==> config.mk <==
export PLATFORM = sky130hd
export DESIGN_NAME = cfg_port
export DESIGN_NICKNAME = d
export VERILOG_FILES = /design/src/rtl/cfg_port_pkg.sv /design/src/rtl/cfg_addr_latch.sv /design/src/rtl/cfg_gate.sv /design/src/rtl/cfg_seq.sv /design/src/rtl/cfg_port.sv
export SDC_FILE = /design/constraint.sdc
export NUM_CORES = 1
export LEC_CHECK = 0
export BUFFER_PORTS_ARGS = -buffer_cell sky130_fd_sc_hd__buf_2
export CAP_MARGIN = 20
export CORE_MARGIN = 8
export CORE_UTILIZATION = 45
export CTS_BUF_LIST = sky130_fd_sc_hd__clkbuf_16
export CTS_CLUSTER_SIZE = 14
export DETAILED_ROUTE_END_ITERATION = 8
export GPL_ROUTABILITY_DRIVEN = 1
export PLACE_DENSITY_LB_ADDON = 0.25
export SETUP_SLACK_MARGIN = 0.15
export SYNTH_ARGS = -nofsm -noshare
export SYNTH_HDL_FRONTEND = slang
export SYNTH_SLANG_ARGS = --single-unit
==> constraint.sdc <==
create_clock -name clk -period 1.87 [get_ports clk]
set_clock_uncertainty 0.1 [all_clocks]
set_input_delay 0.187 -clock clk [delete_from_list [all_inputs] [get_ports clk]]
set_output_delay 0.187 -clock clk [all_outputs]
set_load 0.01 [all_outputs]
==> src/rtl/cfg_port_pkg.sv <==
package cfg_port_pkg;

  localparam int unsigned WORD_W = 32;
  localparam int unsigned LANES  = WORD_W / 8;
  localparam int unsigned DW_W   = 10;

  localparam logic [1:0] SZ_BYTE = 2'd0;
  localparam logic [1:0] SZ_HALF = 2'd1;

  typedef enum logic [1:0] {ST_IDLE, ST_WAIT, ST_RESP} seq_state_e;

  typedef struct packed {
    logic       en;
    logic [3:0] ext;
    logic [7:0] bus;
    logic [4:0] dev;
    logic [2:0] fn;
    logic [5:0] dw;
  } cfg_addr_t;

  function automatic logic [LANES-1:0] f_lane_be(input logic [1:0] sz, input logic [1:0] off);
    case (sz)
      SZ_BYTE: return 4'b0001 << off;
      SZ_HALF: return off[1] ? 4'b1100 : 4'b0011;
      default: return 4'b1111;
    endcase
  endfunction

  function automatic logic [1:0] f_lane_base(input logic [1:0] sz, input logic [1:0] off);
    case (sz)
      SZ_BYTE: return off;
      SZ_HALF: return {off[1], 1'b0};
      default: return 2'd0;
    endcase
  endfunction

  function automatic logic [WORD_W-1:0] f_width_mask(input logic [1:0] sz);
    case (sz)
      SZ_BYTE: return 32'h0000_00FF;
      SZ_HALF: return 32'h0000_FFFF;
      default: return 32'hFFFF_FFFF;
    endcase
  endfunction

  function automatic logic [WORD_W-1:0] f_spread(input logic [1:0] sz, input logic [WORD_W-1:0] wd);
    case (sz)
      SZ_BYTE: return {4{wd[7:0]}};
      SZ_HALF: return {2{wd[15:0]}};
      default: return wd;
    endcase
  endfunction

  function automatic logic [WORD_W-1:0] f_extract(input logic [1:0] sz, input logic [1:0] off,
                                                  input logic [WORD_W-1:0] d);
    logic [4:0] sh;
    sh = {f_lane_base(sz, off), 3'b000};
    return (d >> sh) & f_width_mask(sz);
  endfunction

endpackage

==> src/rtl/cfg_addr_latch.sv <==
module cfg_addr_latch
  import cfg_port_pkg::*;
#(
  parameter bit EXPRESS = 1'b0
) (
  input  logic              clk,
  input  logic              rst_n,
  input  logic              wr_en,
  input  logic [WORD_W-1:0] wr_word,
  output logic [WORD_W-1:0] word_o,
  output cfg_addr_t         fld_o
);

  logic [WORD_W-1:0] word_q;
  logic [3:0]        ext_w;

  always_ff @(posedge clk) begin
    if (!rst_n)     word_q <= '0;
    else if (wr_en) word_q <= wr_word;
  end

  generate
    if (EXPRESS) begin : g_ext
      assign ext_w = word_q[27:24];
    end else begin : g_noext
      assign ext_w = 4'h0;
    end
  endgenerate

  always_comb begin
    fld_o.en  = word_q[31];
    fld_o.ext = ext_w;
    fld_o.bus = word_q[23:16];
    fld_o.dev = word_q[15:11];
    fld_o.fn  = word_q[10:8];
    fld_o.dw  = word_q[7:2];
  end

  assign word_o = word_q;


  addr_hold_chk: assert property (@(posedge clk) disable iff (!rst_n)
    !wr_en |=> $stable(word_o));

endmodule

==> src/rtl/cfg_gate.sv <==
module cfg_gate #(
  parameter bit EXPRESS       = 1'b0,
  parameter int LOCAL_BUS     = 0,
  parameter int LOW_DEV_LIMIT = 10
) (
  input  logic       en,
  input  logic [7:0] bus,
  input  logic [4:0] dev,
  output logic       fenced,
  output logic       issue_ok
);

  logic local_hit;

  assign local_hit = (int'(bus) == LOCAL_BUS) && (int'(dev) < LOW_DEV_LIMIT);
  assign fenced    = (EXPRESS == 1'b0) && local_hit;
  assign issue_ok  = en && !fenced;

endmodule

==> src/rtl/cfg_seq.sv <==
module cfg_seq
  import cfg_port_pkg::*;
(
  input  logic              clk,
  input  logic              rst_n,
  input  logic              host_req,
  input  logic              host_wr,
  input  logic [2:0]        host_off,
  input  logic [1:0]        host_size,
  input  logic [WORD_W-1:0] host_wdata,
  input  logic [WORD_W-1:0] addr_word,
  input  cfg_addr_t         fld,
  input  logic              issue_ok,
  output logic              addr_wr,
  output logic              host_done,
  output logic [WORD_W-1:0] host_rdata,
  output logic              cfg_req,
  output logic              cfg_we,
  output logic [7:0]        cfg_bus,
  output logic [4:0]        cfg_dev,
  output logic [2:0]        cfg_fn,
  output logic [DW_W-1:0]   cfg_dword,
  output logic [LANES-1:0]  cfg_be,
  output logic [WORD_W-1:0] cfg_wdata,
  input  logic              cfg_rsp_valid,
  input  logic              cfg_rsp_ok,
  input  logic [WORD_W-1:0] cfg_rsp_data
);

  seq_state_e st_q;
  logic [1:0] size_q;
  logic [1:0] lane_off_q;

  // named events for the assertions
  logic is_data, accept, accept_local, accept_issue, rsp_take;

  assign is_data      = host_off[2];
  assign accept       = (st_q == ST_IDLE) && host_req;
  assign accept_local = accept && (!is_data || !issue_ok);
  assign accept_issue = accept && is_data && issue_ok;
  assign rsp_take     = (st_q == ST_WAIT) && cfg_rsp_valid;
  assign addr_wr      = accept && !is_data && host_wr;
  assign host_done    = (st_q == ST_RESP);

  always_ff @(posedge clk) begin
    if (!rst_n) begin
      st_q       <= ST_IDLE;
      cfg_req    <= 1'b0;
      cfg_we     <= 1'b0;
      cfg_bus    <= '0;
      cfg_dev    <= '0;
      cfg_fn     <= '0;
      cfg_dword  <= '0;
      cfg_be     <= '0;
      cfg_wdata  <= '0;
      size_q     <= '0;
      lane_off_q <= '0;
      host_rdata <= '0;
    end else begin
      cfg_req <= accept_issue;
      case (st_q)
        ST_IDLE: begin
          if (accept_local) begin
            if (!is_data)     host_rdata <= addr_word;
            else if (host_wr) host_rdata <= '0;
            else              host_rdata <= f_width_mask(host_size);
            st_q <= ST_RESP;
          end else if (accept_issue) begin
            cfg_we     <= host_wr;
            cfg_bus    <= fld.bus;
            cfg_dev    <= fld.dev;
            cfg_fn     <= fld.fn;
            cfg_dword  <= {fld.ext, fld.dw};
            cfg_be     <= f_lane_be(host_size, host_off[1:0]);
            cfg_wdata  <= f_spread(host_size, host_wdata);
            size_q     <= host_size;
            lane_off_q <= host_off[1:0];
            st_q       <= ST_WAIT;
          end
        end
        ST_WAIT: begin
          if (rsp_take) begin
            if (cfg_we)          host_rdata <= '0;
            else if (cfg_rsp_ok) host_rdata <= f_extract(size_q, lane_off_q, cfg_rsp_data);
            else                 host_rdata <= f_width_mask(size_q);
            st_q <= ST_RESP;
          end
        end
        default: st_q <= ST_IDLE;
      endcase
    end
  end


  req_pulse_chk: assert property (@(posedge clk) disable iff (!rst_n)
    cfg_req |=> !cfg_req);


  done_waits_rsp_chk: assert property (@(posedge clk) disable iff (!rst_n)
    (st_q == ST_WAIT && !cfg_rsp_valid) |=> !host_done);


  issue_needs_enable_chk: assert property (@(posedge clk) disable iff (!rst_n)
    cfg_req |-> $past(issue_ok) && $past(fld.en));


  be_shape_chk: assert property (@(posedge clk) disable iff (!rst_n)
    cfg_req |-> ($countones(cfg_be) == 1 || cfg_be == 4'b0011 ||
                 cfg_be == 4'b1100 || cfg_be == 4'b1111));


  unclaimed_ones_chk: assert property (@(posedge clk) disable iff (!rst_n)
    (rsp_take && !cfg_rsp_ok && !cfg_we) |=> (host_rdata == f_width_mask(size_q)));

endmodule

==> src/rtl/cfg_port.sv <==
module cfg_port
  import cfg_port_pkg::*;
#(
  parameter bit EXPRESS       = 1'b0,
  parameter int LOCAL_BUS     = 0,
  parameter int LOW_DEV_LIMIT = 10
) (
  input  logic        clk,
  input  logic        rst_n,
  input  logic        host_req,
  input  logic        host_wr,
  input  logic [2:0]  host_off,
  input  logic [1:0]  host_size,
  input  logic [31:0] host_wdata,
  output logic        host_done,
  output logic [31:0] host_rdata,
  output logic        cfg_req,
  output logic        cfg_we,
  output logic [7:0]  cfg_bus,
  output logic [4:0]  cfg_dev,
  output logic [2:0]  cfg_fn,
  output logic [9:0]  cfg_dword,
  output logic [3:0]  cfg_be,
  output logic [31:0] cfg_wdata,
  input  logic        cfg_rsp_valid,
  input  logic        cfg_rsp_ok,
  input  logic [31:0] cfg_rsp_data
);

  logic [WORD_W-1:0] addr_word;
  cfg_addr_t         fld;
  logic              addr_wr;
  logic              fenced;
  logic              issue_ok;

  cfg_addr_latch #(.EXPRESS(EXPRESS)) u_latch (
    .clk     (clk),
    .rst_n   (rst_n),
    .wr_en   (addr_wr),
    .wr_word (host_wdata),
    .word_o  (addr_word),
    .fld_o   (fld)
  );

  cfg_gate #(
    .EXPRESS       (EXPRESS),
    .LOCAL_BUS     (LOCAL_BUS),
    .LOW_DEV_LIMIT (LOW_DEV_LIMIT)
  ) u_gate (
    .en       (fld.en),
    .bus      (fld.bus),
    .dev      (fld.dev),
    .fenced   (fenced),
    .issue_ok (issue_ok)
  );

  cfg_seq u_seq (
    .clk           (clk),
    .rst_n         (rst_n),
    .host_req      (host_req),
    .host_wr       (host_wr),
    .host_off      (host_off),
    .host_size     (host_size),
    .host_wdata    (host_wdata),
    .addr_word     (addr_word),
    .fld           (fld),
    .issue_ok      (issue_ok),
    .addr_wr       (addr_wr),
    .host_done     (host_done),
    .host_rdata    (host_rdata),
    .cfg_req       (cfg_req),
    .cfg_we        (cfg_we),
    .cfg_bus       (cfg_bus),
    .cfg_dev       (cfg_dev),
    .cfg_fn        (cfg_fn),
    .cfg_dword     (cfg_dword),
    .cfg_be        (cfg_be),
    .cfg_wdata     (cfg_wdata),
    .cfg_rsp_valid (cfg_rsp_valid),
    .cfg_rsp_ok    (cfg_rsp_ok),
    .cfg_rsp_data  (cfg_rsp_data)
  );

  generate
    if (!EXPRESS) begin : g_conv_chk

      local_fence_chk: assert property (@(posedge clk) disable iff (!rst_n)
        cfg_req |-> !((int'(cfg_bus) == LOCAL_BUS) && (int'(cfg_dev) < LOW_DEV_LIMIT)));


      conv_ext_zero_chk: assert property (@(posedge clk) disable iff (!rst_n)
        cfg_req |-> (cfg_dword[9:6] == 4'h0));
    end
  endgenerate


  no_req_while_done_chk: assert property (@(posedge clk) disable iff (!rst_n)
    host_done |-> !cfg_req);

endmodule

[After elaboration in Yosys (flattened, before gate mapping)]
Cells that the tools add are included.
Widths: inputs -> output; s select.
Operators by class
  bitwise logic cells: 2
  equality and inequality tests: 7
  mux-type cells: 27
  shift-type cells: 2
  order comparisons: 1
  reduce and logical (&&, ||, !) cells: 21
Operators by type and width (count)
  $mux 32: 11
  $pmux 32 s2: 4
  $and 32x32->32: 1
  $shr 32x5->32: 1
  $mux 2: 8
  $logic_and 1x1->1: 9
  $logic_not 8->1: 1
  $pmux 2 s2: 2
  $pmux 4 s2: 1
  $eq 2x1->1 const B: 3
  $logic_not 2->1: 3
  $reduce_and 3->1: 2
  $lt 5x4->1 const B: 1
  $mux 4: 1
  $ne 2x1->1 const B: 2
  $shl 1x2->4 const A: 1
  $logic_not 1->1: 3
  $ne 3x1->1 const B: 1
  $eq 2x2->1 const B: 1
  $reduce_and 2->1: 1
  $reduce_bool 2->1: 1
  $logic_or 1x1->1: 1
  $not 1->1: 1
Word-level totals
  logic and storage cells: 73
  register bits: 130
  input port bits: 75
  output and inout bits: 97

[Longest topological paths before layout]
  word-level depth: 13
  mapped depth: 8

[Cells and area by module]
Synthesis repeated with hierarchy kept, for this count alone.
Unflattened totals
  cell total of the unflattened synthesis: 812
  area, all modules: 6451.2 µm²
Modules (own cells, without submodules)
  cfg_seq: area an instance 4953.5 µm², sequential area each 2042.0 µm², times used 1, cells each 674
  cfg_addr_latch: area an instance 1450.1 µm², sequential area each 640.6 µm², times used 1, cells each 131
  cfg_gate: area an instance 47.5 µm², sequential area each 0.0 µm², times used 1, cells each 7

[Least setup slack after synthesis]
No wires, ideal clock.
  path kind: register -> register
  from: register u_latch.word_q[16] (netlist: u_latch.word_o[16])
  to: register u_seq.host_rdata[12]
  setup slack: 32 ps
  stages on the path, launching flop included: 7
  setup time: 132 ps
  data required time: 1638 ps
  arrival time: 1606 ps
  cell sequence: dfxtp_1 > nor4_1 > nand4_1 > a221oi_4 > buf_6 > nor3b_1 > nor3_1
On the way
  longest elaborated chain between the ends: 9
Ends and longest elaborated chain
  from (decl): RTL line cfg_addr_latch.sv:14  | logic [WORD_W-1:0] word_q;
  from (signal assigned): RTL line cfg_addr_latch.sv:19  | else if (wr_en) word_q <= wr_word;
  $logic_not 8->1: RTL line cfg_gate.sv:15  | assign local_hit = (int'(bus) == LOCAL_BUS) && (int'(dev) < LOW_DEV_LIMIT);
  $logic_and 1x1->1: RTL line cfg_gate.sv:15
  $logic_not 1->1: RTL line cfg_gate.sv:17  | assign issue_ok = en && !fenced;
  $logic_and 1x1->1: RTL line cfg_gate.sv:17
  $logic_not 1->1: RTL line cfg_seq.sv:39  | assign accept_local = accept && (!is_data || !issue_ok);
  $logic_or 1x1->1: RTL line cfg_seq.sv:39
  $logic_and 1x1->1: RTL line cfg_seq.sv:39
  $ne 2x1->1 (no source line)
  $reduce_and 3->1 (no source line)
  to (signal assigned): RTL line cfg_seq.sv:64  | if (!is_data) host_rdata <= addr_word;
  to (signal assigned): RTL line cfg_seq.sv:66  | else host_rdata <= f_width_mask(host_size);
  to (signal assigned): RTL line cfg_seq.sv:84  | else if (cfg_rsp_ok) host_rdata <= f_extract(size_q, lane_off_q, cfg_rsp_data);
  to (decl): RTL line cfg_seq.sv:16  | output logic [WORD_W-1:0] host_rdata,
Every way passes these cells.
A chain may end at the register's enable or synchronous reset.

[Worst setup path in the final report]
  from: register u_latch.word_q[16] (netlist: u_latch.word_o[16])
  to: register u_seq.host_rdata[11]
The elaborated chain is that of the path after synthesis.

==> results.tsv <==
metric	value	unit
status	finished, violations left	
violations	negative setup slack	
setup_violations	95	
hold_class	primary input to register	
stdcell_count	1226	
clkSinkCount	130	
dpl.hpwl	14800	um
final_nets	1110	
slew_violations	0	
grt_pass1_wl	36800	um
worstPathCellList	nor4_2 > nand4_1 > a221oi_4 > buf_4 > buf_12 > nor3b_2 > nor3_1	
overflow	0	
synth_area_per_cell	7.58	um2
hold_ws	0.0691	ns
yosysSeqAreaShare	42.7	%
area_growth_syn_to_layout	55.9	%
post-route-min-period	2.04	ns
yosysTopAreaCell	dfxtp_1	
p_per_area	734	nW/um2
synthFlopType	dfxtp_1	
power.total	0.00697	W
place_congestion	0.873	
h-tree-depth	4	
critical_path.max_stage_delay	0.39	ns
hold_viol	0	
rows	42	
drc_errors	0	
insertion_delay	0.43	ns
critPathMaxFanout	11	
dr.pass1.iters	5	
fin_area	9500	um2
placed_cell_area	7350	um2
p_leak	3.91	nW
synth_async_sr_flop_share	0	%
vdd_drop_max	0.678	mV
clkTransAtPathRegs	0.06	ns
vias_per_cell	5.95	
synth_area_leaders	dfxtp_1, nand2_1, o21ai_0	
die_x	132	um
arrival	2.24	ns
drtIter0Drc	748	
synth_seq_cells	130	
grt_usage	26.3	%
grt_pass1_vias	6967	
rsz0062_at_grt	yes	
netlist.area_leader.share	42.7	%
die_y	132	um
synthesis.area	6090	um2
ys_types	40	
slowest_stage	a221oi_4	
synth-edff-count	0	
cts_tree	done	
post-route-period-util	109	%
dieArea	17500	um2
yosys_warnings	0	
fin_ws	-0.165	ns
core_area	13200	um2
grt_max_degree	71	
path_class	register to register	
vias	7294	
cts_buffers	17	
syn_inst	804	
dp_cells	1119	
critPathLaunchType	register	
slew_headroom	60.6	%
fmax	491	MHz
ant_nets	0	
antenna_found_initial	2	
wl_per_cell	21.3	um
cts_root_buffer	clkbuf_16	
endpoint_kind	register	
path_buf_inv	2	
pin_count	172	
worst_pin_slew	0.586	ns
drive_gt1_share	39.1	%
routed_wl	26100	um
required	2.07	ns
cap_viol_max_count	0	
numPortBuffers	167	
ctsLongestPathBuffers	2	
crit_family	simple AND/OR/NAND/NOR gates	
start_util	46.0	%
[routing by layer]
metal	global-route usage, %	share of wire, %	vias up
li1	-	-	3266
met1	30.2	38	3486
met2	44.7	50	426
met3	6.40	7.8	116
met4	12.5	4.9	0
met5	0	0	-
[layout make-up]
type | instances | area [um2]
Inverter | 18 | 67.6
Sequential cell | 130 | 2610
Clock buffer | 17 | 425
Clock inverter | 15 | 104
Tap cell | 176 | 220
Timing Repair Buffer | 283 | 2380
Fill cell | 953 | 3740
Antenna cell | 2 | 5.00
Multi-Input combinational cell | 585 | 3700
[placed cells by master, fill, tap and decap left out, drive strengths merged, types with 11 or more instances in the layout]
| cell | netlist | routed |
|---|---|---|
| dlygate4sd3 | 0 | 36 |
| nand3 | 44 | 44 |
| nand2b | 11 | 11 |
| dfxtp | 130 | 130 |
| a311oi | 23 | 23 |
| o21ai | 112 | 112 |
| nand2 | 173 | 173 |
| inv | 18 | 21 |
| nor2 | 49 | 49 |
| mux2i | 18 | 18 |
| clkbuf | 48 | 24 |
| buf | 27 | 240 |
| a21oi | 72 | 72 |
| a211oi | 11 | 11 |
| nor3 | 12 | 12 |
[timing repair]
action	CTS	global route
cloned	15	10
pin swaps	34	19
endpoints found under the hold margin	46	0
setup buffers	11	1
endpoints found under the setup margin	102	129
resized for setup	114	68
hold buffers	36	0
[cells by family (layout without fill, tap and decap cells)]
| group | after synthesis | in the layout | synth area share [%] |
|---|---|---|---|
| other | 1 | 6 | 0.0615 |
| muxes | 24 | 24 | 4.06 |
| DFF | 130 | 130 | 42.7 |
| AOI/OAI and AO/OA | 246 | 246 | 24.7 |
| buffers and inverters | 93 | 333 | 6.61 |
| and+or+nand+nor | 310 | 311 | 21.9 |
[power breakdown]
group          switching [W]  internal [W]  total [W]
Combinational       0.000572      0.000423   0.000995
Sequential         0.0000549       0.00285    0.00291
Clock                0.00128       0.00179    0.00307
[worst paths after layout]
kind / startpoint / endpoint / slack (ns) / cells past startpoint
setup / recovery: u_latch.word_o[16]$_SDFFE_PN0P_ / u_seq.host_rdata[11]$_SDFFE_PN0P_ / -0.17 / 7
hold / removal: host_size[1] / u_seq.cfg_be[1]$_SDFFE_PN0P_ / 0.07 / 3
setup reg to reg: u_latch.word_o[16]$_SDFFE_PN0P_ / u_seq.host_rdata[11]$_SDFFE_PN0P_ / -0.17 / 7
hold reg to reg: u_seq.cfg_wdata[3]$_SDFFE_PN0P_ / u_seq.cfg_wdata[3]$_SDFFE_PN0P_ / 0.35 / 2
[worst reg2reg max path: cells and delay by family (launching register included)]
family,cells,cell delay [ns]
buffers and inverters,2,0.33
and+or+nand+nor,4,0.77
AOI/OAI and AO/OA,1,0.39
DFF,1,0.32
[Yosys cell counts (all sizes together) (6+ instances only)]
| cell | n |
|---|---|
| a221oi | 6 |
| a311oi | 23 |
| nand2 | 173 |
| nor3b | 10 |
| clkbuf | 48 |
| dfxtp | 130 |
| nor3 | 12 |
| o21ai | 112 |
| mux2i | 18 |
| nand3 | 44 |
| a21oi | 72 |
| buf | 27 |
| mux2 | 6 |
| o22ai | 6 |
| inv | 18 |
| a31oi | 9 |
| nand2b | 11 |
| nor2 | 49 |
| a211oi | 11 |
[registers in the layout, indices dropped and copies added (netlist names)]
register	cells
u_latch.word_o	32
u_seq.cfg_be	4
u_seq.cfg_bus	8
u_seq.cfg_dev	5
u_seq.cfg_dword	6
u_seq.cfg_fn	3
u_seq.cfg_req	1
u_seq.cfg_wdata	32
u_seq.cfg_we	1
u_seq.host_rdata	32
u_seq.lane_off_q	2
u_seq.size_q	2
u_seq.st_q	2
[per-stage QoR]
stage | setup WS (ns) | util, % | TNS (ns)
5_1_grt | -0.270 | 71.7 | -17.51
4_1_cts | -0.0785 | 67.8 | -2.34
3_3_place_gp | -0.0505 | 55.5 | -0.396
2_1_floorplan | 0.0332 | - | 0
3_5_place_dp | -0.103 | 55.5 | -1.44
6_report | -0.165 | 71.7 | -9.23
No activity file was read; power rests on OpenSTA's default activity.
